### config.mk
export PLATFORM = sky130hd
export DESIGN_NAME = prmt_merge_tracker
export DESIGN_NICKNAME = d
export VERILOG_FILES = /design/src/rtl/prmt_pkg.sv /design/src/rtl/prmt_table.sv /design/src/rtl/prmt_tag_alloc.sv /design/src/rtl/prmt_ctrl.sv /design/src/rtl/prmt_merge_tracker.sv
export SDC_FILE = /design/constraint.sdc
export NUM_CORES = 1
export LEC_CHECK = 0
export BUFFER_PORTS_ARGS = -buffer_cell sky130_fd_sc_hd__clkbuf_2
export CORE_ASPECT_RATIO = 0.5
export CORE_MARGIN = 1
export CORE_UTILIZATION = 55
export DETAILED_ROUTE_END_ITERATION = 10
export GPL_TIMING_DRIVEN = 1
export PLACE_DENSITY = 0.74
export SYNTH_ARGS = -nofsm -noshare
export SYNTH_HDL_FRONTEND = slang
export SYNTH_SLANG_ARGS = --single-unit
### constraint.sdc
create_clock -name clk -period 6.4 [get_ports clk]
set_input_delay 0.64 -clock clk [delete_from_list [all_inputs] [get_ports clk]]
set_output_delay 0.64 -clock clk [all_outputs]
set_load 0.03 [all_outputs]
### src/rtl/prmt_pkg.sv
package prmt_pkg;
    localparam int NREGS  = 16;
    localparam int TAG_W  = 6;
    localparam int RIDX_W = $clog2(NREGS);
    localparam int SZ_W   = 2;

    typedef logic [TAG_W-1:0]  tag_t;
    typedef logic [RIDX_W-1:0] ridx_t;

    typedef enum logic [SZ_W-1:0] {
        SZ_B8  = 2'd0,
        SZ_W16 = 2'd1,
        SZ_D32 = 2'd2,
        SZ_Q64 = 2'd3
    } opsz_e;

    typedef struct packed {
        tag_t full;
        tag_t hi;
        logic dirty;
    } ent_t;

    typedef struct packed {
        logic valid;
        logic merge;
        logic a_vld;
        tag_t a;
        logic b_vld;
        tag_t b;
        logic d_vld;
        tag_t d;
    } uop_out_t;
endpackage

### src/rtl/prmt_table.sv
module prmt_table
    import prmt_pkg::*;
(
    input  logic  clk,
    input  logic  rst_n,
    input  ridx_t rd_a_idx,
    output ent_t  rd_a,
    input  ridx_t rd_b_idx,
    output ent_t  rd_b,
    input  logic  we,
    input  ridx_t wr_idx,
    input  ent_t  wr_ent
);
    ent_t ent_q [NREGS];
    ent_t ent_d [NREGS];

    always_comb begin
        for (int i = 0; i < NREGS; i++) begin
            ent_d[i] = ent_q[i];
            if (we && (wr_idx == ridx_t'(i))) begin
                ent_d[i] = wr_ent;
            end
        end
    end

    always_ff @(posedge clk or negedge rst_n) begin
        if (!rst_n) begin
            for (int i = 0; i < NREGS; i++) begin
                ent_q[i] <= '{full: tag_t'(i), hi: tag_t'(i), dirty: 1'b0};
            end
        end else begin
            for (int i = 0; i < NREGS; i++) begin
                ent_q[i] <= ent_d[i];
            end
        end
    end

    assign rd_a = ent_q[rd_a_idx];
    assign rd_b = ent_q[rd_b_idx];
endmodule

### src/rtl/prmt_tag_alloc.sv
module prmt_tag_alloc
    import prmt_pkg::*;
(
    input  logic clk,
    input  logic rst_n,
    input  logic alloc,
    output tag_t tag
);
    tag_t cnt_q;
    tag_t cnt_d;

    always_comb begin
        cnt_d = cnt_q;
        if (alloc) begin
            cnt_d = cnt_q + tag_t'(1);
        end
    end

    always_ff @(posedge clk or negedge rst_n) begin
        if (!rst_n) cnt_q <= tag_t'(NREGS);
        else        cnt_q <= cnt_d;
    end

    assign tag = cnt_q;

    AST_TAG_STEP: assert property (@(posedge clk) disable iff (!rst_n)
        alloc |=> (tag == tag_t'($past(tag) + tag_t'(1))));
    AST_TAG_HOLD: assert property (@(posedge clk) disable iff (!rst_n)
        !alloc |=> $stable(tag));
endmodule

### src/rtl/prmt_ctrl.sv
module prmt_ctrl
    import prmt_pkg::*;
(
    input  logic            clk,
    input  logic            rst_n,
    input  logic            in_valid,
    input  logic            in_src_en,
    input  ridx_t           in_src_reg,
    input  logic [SZ_W-1:0] in_src_size,
    input  logic            in_src_hi,
    input  logic            in_dst_en,
    input  ridx_t           in_dst_reg,
    input  logic [SZ_W-1:0] in_dst_size,
    input  logic            in_dst_hi,
    input  ent_t            src_ent,
    input  ent_t            dst_ent,
    input  tag_t            new_tag,
    output logic            in_ready,
    output logic            we,
    output ridx_t           wr_idx,
    output ent_t            wr_ent,
    output logic            alloc,
    output uop_out_t        nxt
);
    logic need_merge;
    logic dst_wide;
    logic dst_hi_byte;

    always_comb begin
        need_merge  = in_valid && in_src_en && (in_src_size != SZ_B8) && src_ent.dirty;
        dst_wide    = (in_dst_size == SZ_D32) || (in_dst_size == SZ_Q64);
        dst_hi_byte = (in_dst_size == SZ_B8) && in_dst_hi;
        nxt         = '0;
        we          = 1'b0;
        wr_idx      = in_src_reg;
        wr_ent      = src_ent;
        alloc       = 1'b0;
        in_ready    = 1'b1;
        if (need_merge) begin
            in_ready     = 1'b0;
            nxt.valid    = 1'b1;
            nxt.merge    = 1'b1;
            nxt.a_vld    = 1'b1;
            nxt.a        = src_ent.full;
            nxt.b_vld    = 1'b1;
            nxt.b        = src_ent.hi;
            nxt.d_vld    = 1'b1;
            nxt.d        = new_tag;
            alloc        = 1'b1;
            we           = 1'b1;
            wr_ent.full  = new_tag;
            wr_ent.dirty = 1'b0;
        end else if (in_valid) begin
            nxt.valid = 1'b1;
            if (in_src_en) begin
                nxt.a_vld = 1'b1;
                nxt.a     = ((in_src_size == SZ_B8) && in_src_hi && src_ent.dirty)
                            ? src_ent.hi : src_ent.full;
            end
            if (in_dst_en) begin
                alloc     = 1'b1;
                nxt.d_vld = 1'b1;
                nxt.d     = new_tag;
                we        = 1'b1;
                wr_idx    = in_dst_reg;
                wr_ent    = dst_ent;
                if (dst_wide) begin
                    wr_ent.full  = new_tag;
                    wr_ent.dirty = 1'b0;
                end else if (dst_hi_byte) begin
                    wr_ent.hi    = new_tag;
                    wr_ent.dirty = 1'b1;
                end else begin
                    nxt.b_vld   = 1'b1;
                    nxt.b       = dst_ent.full;
                    wr_ent.full = new_tag;
                end
            end
        end
    end

    AST_BYTE_READ_NO_STALL: assert property (@(posedge clk) disable iff (!rst_n)
        (in_valid && in_src_en && (in_src_size == SZ_B8)) |-> in_ready);
    AST_WIDE_WRITE_NO_DEP: assert property (@(posedge clk) disable iff (!rst_n)
        (in_valid && in_ready && in_dst_en && (in_dst_size[1] == 1'b1)) |-> !nxt.b_vld);
endmodule

### src/rtl/prmt_merge_tracker.sv
module prmt_merge_tracker
    import prmt_pkg::*;
(
    input  logic              clk,
    input  logic              rst_n,
    input  logic              in_valid,
    output logic              in_ready,
    input  logic              in_src_en,
    input  logic [RIDX_W-1:0] in_src_reg,
    input  logic [SZ_W-1:0]   in_src_size,
    input  logic              in_src_hi,
    input  logic              in_dst_en,
    input  logic [RIDX_W-1:0] in_dst_reg,
    input  logic [SZ_W-1:0]   in_dst_size,
    input  logic              in_dst_hi,
    output logic              out_valid,
    output logic              out_merge,
    output logic              out_src_a_vld,
    output logic [TAG_W-1:0]  out_src_a,
    output logic              out_src_b_vld,
    output logic [TAG_W-1:0]  out_src_b,
    output logic              out_dst_vld,
    output logic [TAG_W-1:0]  out_dst
);
    ent_t     src_ent;
    ent_t     dst_ent;
    ent_t     wr_ent;
    ridx_t    wr_idx;
    logic     we;
    logic     alloc;
    tag_t     new_tag;
    uop_out_t ctrl_out;
    uop_out_t out_d;
    uop_out_t out_q;

    prmt_table u_table (
        .clk      (clk),
        .rst_n    (rst_n),
        .rd_a_idx (in_src_reg),
        .rd_a     (src_ent),
        .rd_b_idx (in_dst_reg),
        .rd_b     (dst_ent),
        .we       (we),
        .wr_idx   (wr_idx),
        .wr_ent   (wr_ent)
    );

    prmt_tag_alloc u_alloc (
        .clk   (clk),
        .rst_n (rst_n),
        .alloc (alloc),
        .tag   (new_tag)
    );

    prmt_ctrl u_ctrl (
        .clk         (clk),
        .rst_n       (rst_n),
        .in_valid    (in_valid),
        .in_src_en   (in_src_en),
        .in_src_reg  (in_src_reg),
        .in_src_size (in_src_size),
        .in_src_hi   (in_src_hi),
        .in_dst_en   (in_dst_en),
        .in_dst_reg  (in_dst_reg),
        .in_dst_size (in_dst_size),
        .in_dst_hi   (in_dst_hi),
        .src_ent     (src_ent),
        .dst_ent     (dst_ent),
        .new_tag     (new_tag),
        .in_ready    (in_ready),
        .we          (we),
        .wr_idx      (wr_idx),
        .wr_ent      (wr_ent),
        .alloc       (alloc),
        .nxt         (ctrl_out)
    );

    always_comb begin
        out_d = ctrl_out;
    end

    always_ff @(posedge clk or negedge rst_n) begin
        if (!rst_n) out_q <= '0;
        else        out_q <= out_d;
    end

    assign out_valid     = out_q.valid;
    assign out_merge     = out_q.merge;
    assign out_src_a_vld = out_q.a_vld;
    assign out_src_a     = out_q.a;
    assign out_src_b_vld = out_q.b_vld;
    assign out_src_b     = out_q.b;
    assign out_dst_vld   = out_q.d_vld;
    assign out_dst       = out_q.d;

    AST_STALL_GIVES_MERGE: assert property (@(posedge clk) disable iff (!rst_n)
        (in_valid && !in_ready) |=> (out_valid && out_merge));
    AST_MERGE_TWO_INPUTS: assert property (@(posedge clk) disable iff (!rst_n)
        (out_valid && out_merge) |-> (out_src_a_vld && out_src_b_vld && out_dst_vld));
    AST_HELD_OP_ACCEPTED: assert property (@(posedge clk) disable iff (!rst_n)
        ($past(in_valid && !in_ready) && in_valid && (in_src_reg == $past(in_src_reg))
         && (in_src_size == $past(in_src_size))) |-> in_ready);
    AST_IDLE_NO_OUTPUT: assert property (@(posedge clk) disable iff (!rst_n)
        !in_valid |=> !out_valid);
endmodule

# --- After elaboration in Yosys (flattened, before gate mapping) ---
# Cells that the tools add are included.
word_totals:
  register_bits: 237
  latch_bits: 0
  mem_bits_rw: 0
  rom_bits: 0
  inputBits: 19
  out_inout_bits: 24
  elab_cells: 139
  n_memories: 0
op_classes:
  n_addsub: 1
  multipliers: 0
  n_div: 0
  n_lt_le_gt_ge: 2
  eq_ne: 17
  shifts: 0
  muxes: 33
  n_bitwise: 2
  n_reduce_logical: 27
op_table:
  columns: ["cell", "count"]
  rows:
  - ["$bmux W13 S4", 2]
  - ["$mux W13", 6]
  - ["$mux W21", 2]
  - ["$mux W6", 6]
  - ["$eq A4 B4 Y1 const B", 8]
  - ["$mux W7", 4]
  - ["$logic_and A1 B1 Y1", 22]
  - ["$eq A4 B3 Y1 const B", 4]
  - ["$mux W14", 1]
  - ["$mux W4", 3]
  - ["$ge A5 B5 Y1 const B", 2]
  - ["$not A4 Y5", 2]
  - ["$mux W1", 9]
  - ["$eq A4 B2 Y1 const B", 2]
  - ["$add A6 B1 Y6 const B", 1]
  - ["$eq A2 B2 Y1 const B", 2]
  - ["$eq A4 B1 Y1 const B", 1]
  - ["$logic_not A2 Y1", 2]
  - ["$logic_not A4 Y1", 1]
  - ["$reduce_bool A2 Y1", 1]
  - ["$logic_or A1 B1 Y1", 1]

# --- Depth between registers and ports, before layout ---
logic_depth:
  word_depth: 9
  depth_mapped: 11
  depth_no_buf: 7

# --- Modules after synthesis ---
# From an unflattened synthesis, not the netlist that was laid out.
hier_totals:
  cells_unflattened: 820
  area_unflattened_um2: 12463.2
by_module_without_submodules:
  columns: ["module", "instances", "cells_each", "area_each_um2", "seq_area_each_um2"]
  rows:
  - ["prmt_table", 1, 694, 10925.5, 5285.1]
  - ["prmt_ctrl", 1, 85, 710.7, 0.0]
  - ["prmt_merge_tracker", 1, 23, 575.6, 575.6]
  - ["prmt_tag_alloc", 1, 18, 251.5, 151.4]

# --- Worst setup path after synthesis ---
# OpenSTA, ideal clock, no wires.
synth_path:
  kind: "in2reg"
  startpoint: "input in_dst_reg[0]"
  endpoint: "register u_table.ent_q[135] (netlist name)"
  setup_time_ps: 127
  t_arrival_ps: 3167
  required_time_ps: 6273
  setup_slack_ps: 3106
  stages: 7
  n_path_buf: 2
  cell_sequence: "clkbuf_1 mux4_2 mux4_2 mux2_2 mux2_2 clkbuf_1 mux2_1"
synth_via:
  elab_chain_cells: 9
  elab_cells_between_ends: 14
  cone_classes: "eq/ne (1); mux (11); bitwise (1); reduce/logical (1)"
synth_lines:
  columns: ["element", "line", "text"]
  rows:
  - ["start, declared", "prmt_merge_tracker.sv:13", "input logic [RIDX_W-1:0] in_dst_reg,"]
  - ["$not A4 Y5 (not written as such)", "prmt_table.sv:39", "assign rd_b = ent_q[rd_b_idx];"]
  - ["$bmux W13 S4", "prmt_table.sv:39", null]
  - ["$mux W13 (not written as such) (2 in series)", "prmt_table.sv:39", null]
  - ["$mux W7", "prmt_ctrl.sv:70", "end else if (dst_hi_byte) begin"]
  - ["$mux W6", "prmt_ctrl.sv:67", "if (dst_wide) begin"]
  - ["$mux W13", "prmt_ctrl.sv:60", "if (in_dst_en) begin"]
  - ["$mux W13", "prmt_ctrl.sv:53", "end else if (in_valid) begin"]
  - ["$mux W6", "prmt_ctrl.sv:39", "if (need_merge) begin"]
  - ["end signal, assigned by index", "prmt_table.sv:29", "ent_q[i] <= '{full: tag_t'(i), hi: tag_t'(i), dirty: 1'b0};"]
  - ["end signal, assigned by index", "prmt_table.sv:33", "ent_q[i] <= ent_d[i];"]
  - ["end, declared", "prmt_table.sv:14", "ent_t ent_q [NREGS];"]
# Several ways; a longest one is shown, not always the timed one. The select of a mux whose other input is x is not followed.
# A chain may end at the register's enable or synchronous reset.

# --- Worst setup path after layout ---
layout_path:
  startpoint: "input in_src_reg[0]"
  endpoint: "register u_table.ent_q[0] (netlist name)"
layout_via:
  elab_chain_cells: 8
  elab_cells_between_ends: 14
  cone_classes: "eq/ne (1); mux (10); bitwise (1); reduce/logical (2)"
layout_lines:
  columns: ["element", "line", "text"]
  rows:
  - ["start, declared", "prmt_merge_tracker.sv:9", "input logic [RIDX_W-1:0] in_src_reg,"]
  - ["$not A4 Y5 (not written as such)", "prmt_table.sv:38", "assign rd_a = ent_q[rd_a_idx];"]
  - ["$bmux W13 S4", "prmt_table.sv:38", null]
  - ["$mux W13 (not written as such) (2 in series)", "prmt_table.sv:38", null]
  - ["$logic_and A1 B1 Y1", "prmt_ctrl.sv:30", "need_merge = in_valid && in_src_en && (in_src_size != SZ_B8) && src_ent.dirty;"]
  - ["$mux W4", "prmt_ctrl.sv:39", null]
  - ["$eq A4 B4 Y1", "prmt_table.sv:20", "if (we && (wr_idx == ridx_t'(i))) begin"]
  - ["$logic_and A1 B1 Y1", "prmt_table.sv:20", null]
# Several ways; a longest one is shown, not always the timed one. The select of a mux whose other input is x is not followed.

==> metrics.cfg <==
[status]
outcome = finished clean

[timing]
fmax_ghz = 0.238
report.final.hold_viol_count = 0
slew_viol_final = 0
rsz0062_at_grt = false
slew_headroom_pct = 11.7
fin_crit_ns = 4.20
setup_violations = 0
worst_pin_slew_ns = 1.32
finClkSkew_ns = 0.00869
post-route-period-util_pct = 65.6
finalSetupTns_ns = 0

[yosys]
ys.flop_type = dfrtp_1
netlist_instances = 840
ys_seq_area_share_pct = 46.5
synth-async-reset-ratio_pct = 100
synthDistinctLibCells = 55
syn_nets = 860
synth_warnings = 0
synth-edff-count = 0
synth-seq-cells = 237
syn_avg_cell_area_um2 = 15.4
netlist_area_um2 = 12900

[clock_network]
cts_sinks = 237
numCtsBuffers = 23
clkLatencyLatePin_ns = 0.54
cts_setup_buffers = 0
cts.repair.resized = 0
clockBufferDepth = 3
hold_buffers = 0
cts_tree = done
cts.htree.levels = 1
root_buffer = clkbuf_16
cts.clk_slew.worst_paths_ns = 0.07

[final_layout]
final_cell_mix = mux2_2, dfrtp_1, mux4_2
areaGrowthSynthToFinish_pct = 9.09
layout.nets = 879
fill_cells = 1700
final_common_cell = mux2_2
antenna_cells = 0
layout-drive-gt1-share_pct = 60.3

[grt]
grt_pass1_vias = 8466
track_usage_pct = 29.1
antenna_found_initial = 0
grt_max_degree = 106
grt_overflow_total = 0
grt_first_pass_wirelength_um = 52200

[detailed_routing]
ant_nets = 0
drt_wl_total_um = 33300
drc = 0
vias_per_cell = 6.81
vias = 8054
drt_iter0_drc = 868
drt_first_pass_iters = 5
drt-wirelength-per-cell_um = 28.1

[floorplanning]
die_y_um = 110
rows = 39
dieArea_um2 = 24200
core-area_um2 = 22900
fp.dieW_um = 219
pin_count = 43
start_util_pct = 56.4

[setup_path]
r2r_slack_ns = 2.54
r2r_start = u_table.ent_q[130]$_DFFE_PN0P_
cp.arrival_ns = 4.66
critPathRequiredTime_ns = 6.87
reg2reg_to = u_table.ent_q[0]$_DFFE_PN0P_
crit_fanout = 33
critPathKind = in -> reg
setup.worst_path.end_class = register
reg2regPathDepth = 7
start_kind = input port

[min_path]
worst_hold_path_type = in -> async

[power_and_ir_drop]
power.density_nw_per_um2 = 282
vdd.ir_drop.worst_uv = 171
p_total_mw = 3.98
leakagePower_nw = 6.26

[place]
dp_hpwl_um = 21000
routabilityCongestion = 0.853
port-buffer-count = 42

[flow_run]
maxCapViolations = 0

## final cells by class
cell class	instances	area, um^2	share of cell area, %
timing repair buffer	67	413	2.93
clock inverter	10	139	0.984
inverter	8	30.0	0.213
tap	307	384	2.72
sequential	237	6010	42.6
clock buffer	32	649	4.60
multi-input combinational	522	6480	45.9
## kinds of logic (layout without fill, tap and decap cells)
group,Yosys count,after routing,synth area share [%]
multiplexers,353,353,41.0
flip-flops,237,237,46.5
AND/OR/NAND/NOR,106,106,4.26
buffers and inverters,81,117,3.40
AO/OA/AOI/OAI,58,58,4.48
XOR/XNOR,4,4,0.271
adder cells (fa/ha/maj),1,1,0.0967
## worst max-delay path, cell delays in order
cell and delay, ns:
buf_4 0.48, mux2_2 0.42, o22ai_2 0.20, nor3b_1 0.17, nor2_1 0.69, clkinv_1 0.52, o41ai_2 1.19, mux2_2 0.32
## metal layers
layer  part of all wire (%)  track usage (%)  vias up  wire length, um
met5                      0                0        -                0
met4                    3.1             8.52        0             1020
met3                    7.7             6.01       79             2570
met2                     46             44.1      342            15300
met1                     43             42.9     4331            14300
li1                       -                -     3302                -
## stage by stage
stage               setup WS, ns  utilization, %  instance area, um^2  hold slack (ns)  instances
floorplan                   3.11               -                12900            0.344        840
global placement            1.85            58.1                13300            0.487       1140
detailed placement          1.72            58.1                13300            0.499       1140
CTS                         2.28            61.5                14100            0.190       1182
global route                1.87            61.5                14100            0.223       1183
finish                      2.20            61.5                14100            0.162       1183
## worst max path at each step
stage | start | end | depth (start not counted)
floorplan | in_dst_reg[0] | u_table.ent_q[135]$_DFFE_PN0P_ | 7
global placement | in_src_reg[0] | u_table.ent_q[52]$_DFFE_PN0P_ | 8
detailed placement | in_src_reg[0] | u_table.ent_q[156]$_DFFE_PN0P_ | 8
CTS | in_src_reg[0] | u_table.ent_q[0]$_DFFE_PN0P_ | 8
global route | in_src_reg[0] | u_table.ent_q[0]$_DFFE_PN0P_ | 8
finish | in_src_reg[0] | u_table.ent_q[0]$_DFFE_PN0P_ | 8
## synth_stat cells (2+ instances only)
library cell	instances	area [um^2]
a211oi_4	2	40.0
a21boi_4	2	37.5
a21oi_1	2	10.0
a22o_1	2	17.5
a22oi_1	8	60.1
a22oi_2	6	75.1
a2bb2oi_1	4	35.0
and2_1	5	31.3
and3_1	4	25.0
and4_1	2	17.5
buf_1	3	11.3
buf_2	23	115
buf_4	8	60.1
buf_6	10	113
clkbuf_1	28	105
dfrtp_1	172	4300
dfstp_2	65	1710
inv_1	6	22.5
mux2_1	12	135
mux2_2	208	2340
mux2_4	4	60.1
mux2i_1	11	110
mux4_2	118	2660
nand2_1	26	97.6
nand2b_1	2	12.5
nand3_1	20	100
nand4_1	7	43.8
nor2_1	20	75.1
nor2b_1	8	50.1
nor3_1	4	20.0
o211ai_1	2	15.0
o21ai_0	6	30.0
o221ai_1	3	26.3
o22ai_1	4	25.0
o22ai_2	9	113
or4_1	2	15.0
xnor2_1	4	35.0
## power by group
part / total, mW / switching (mW) / internal (mW) / leakage, nW
Sequential: 1.87 / 0.158 / 1.71 / 3.02
Clock: 1.44 / 0.604 / 0.835 / 0.386
Combinational: 0.671 / 0.331 / 0.340 / 2.85
## registers in the layout (all words and copies together), names as in the netlist
signal	flops
u_table.ent_q	208
out_dst	6
out_merge	1
out_src_a_vld	1
out_dst_vld	1
out_src_b_vld	1
out_valid	1
out_src_b	6
u_alloc.tag	6
out_src_a	6
(Power assumes the default switching activity.)
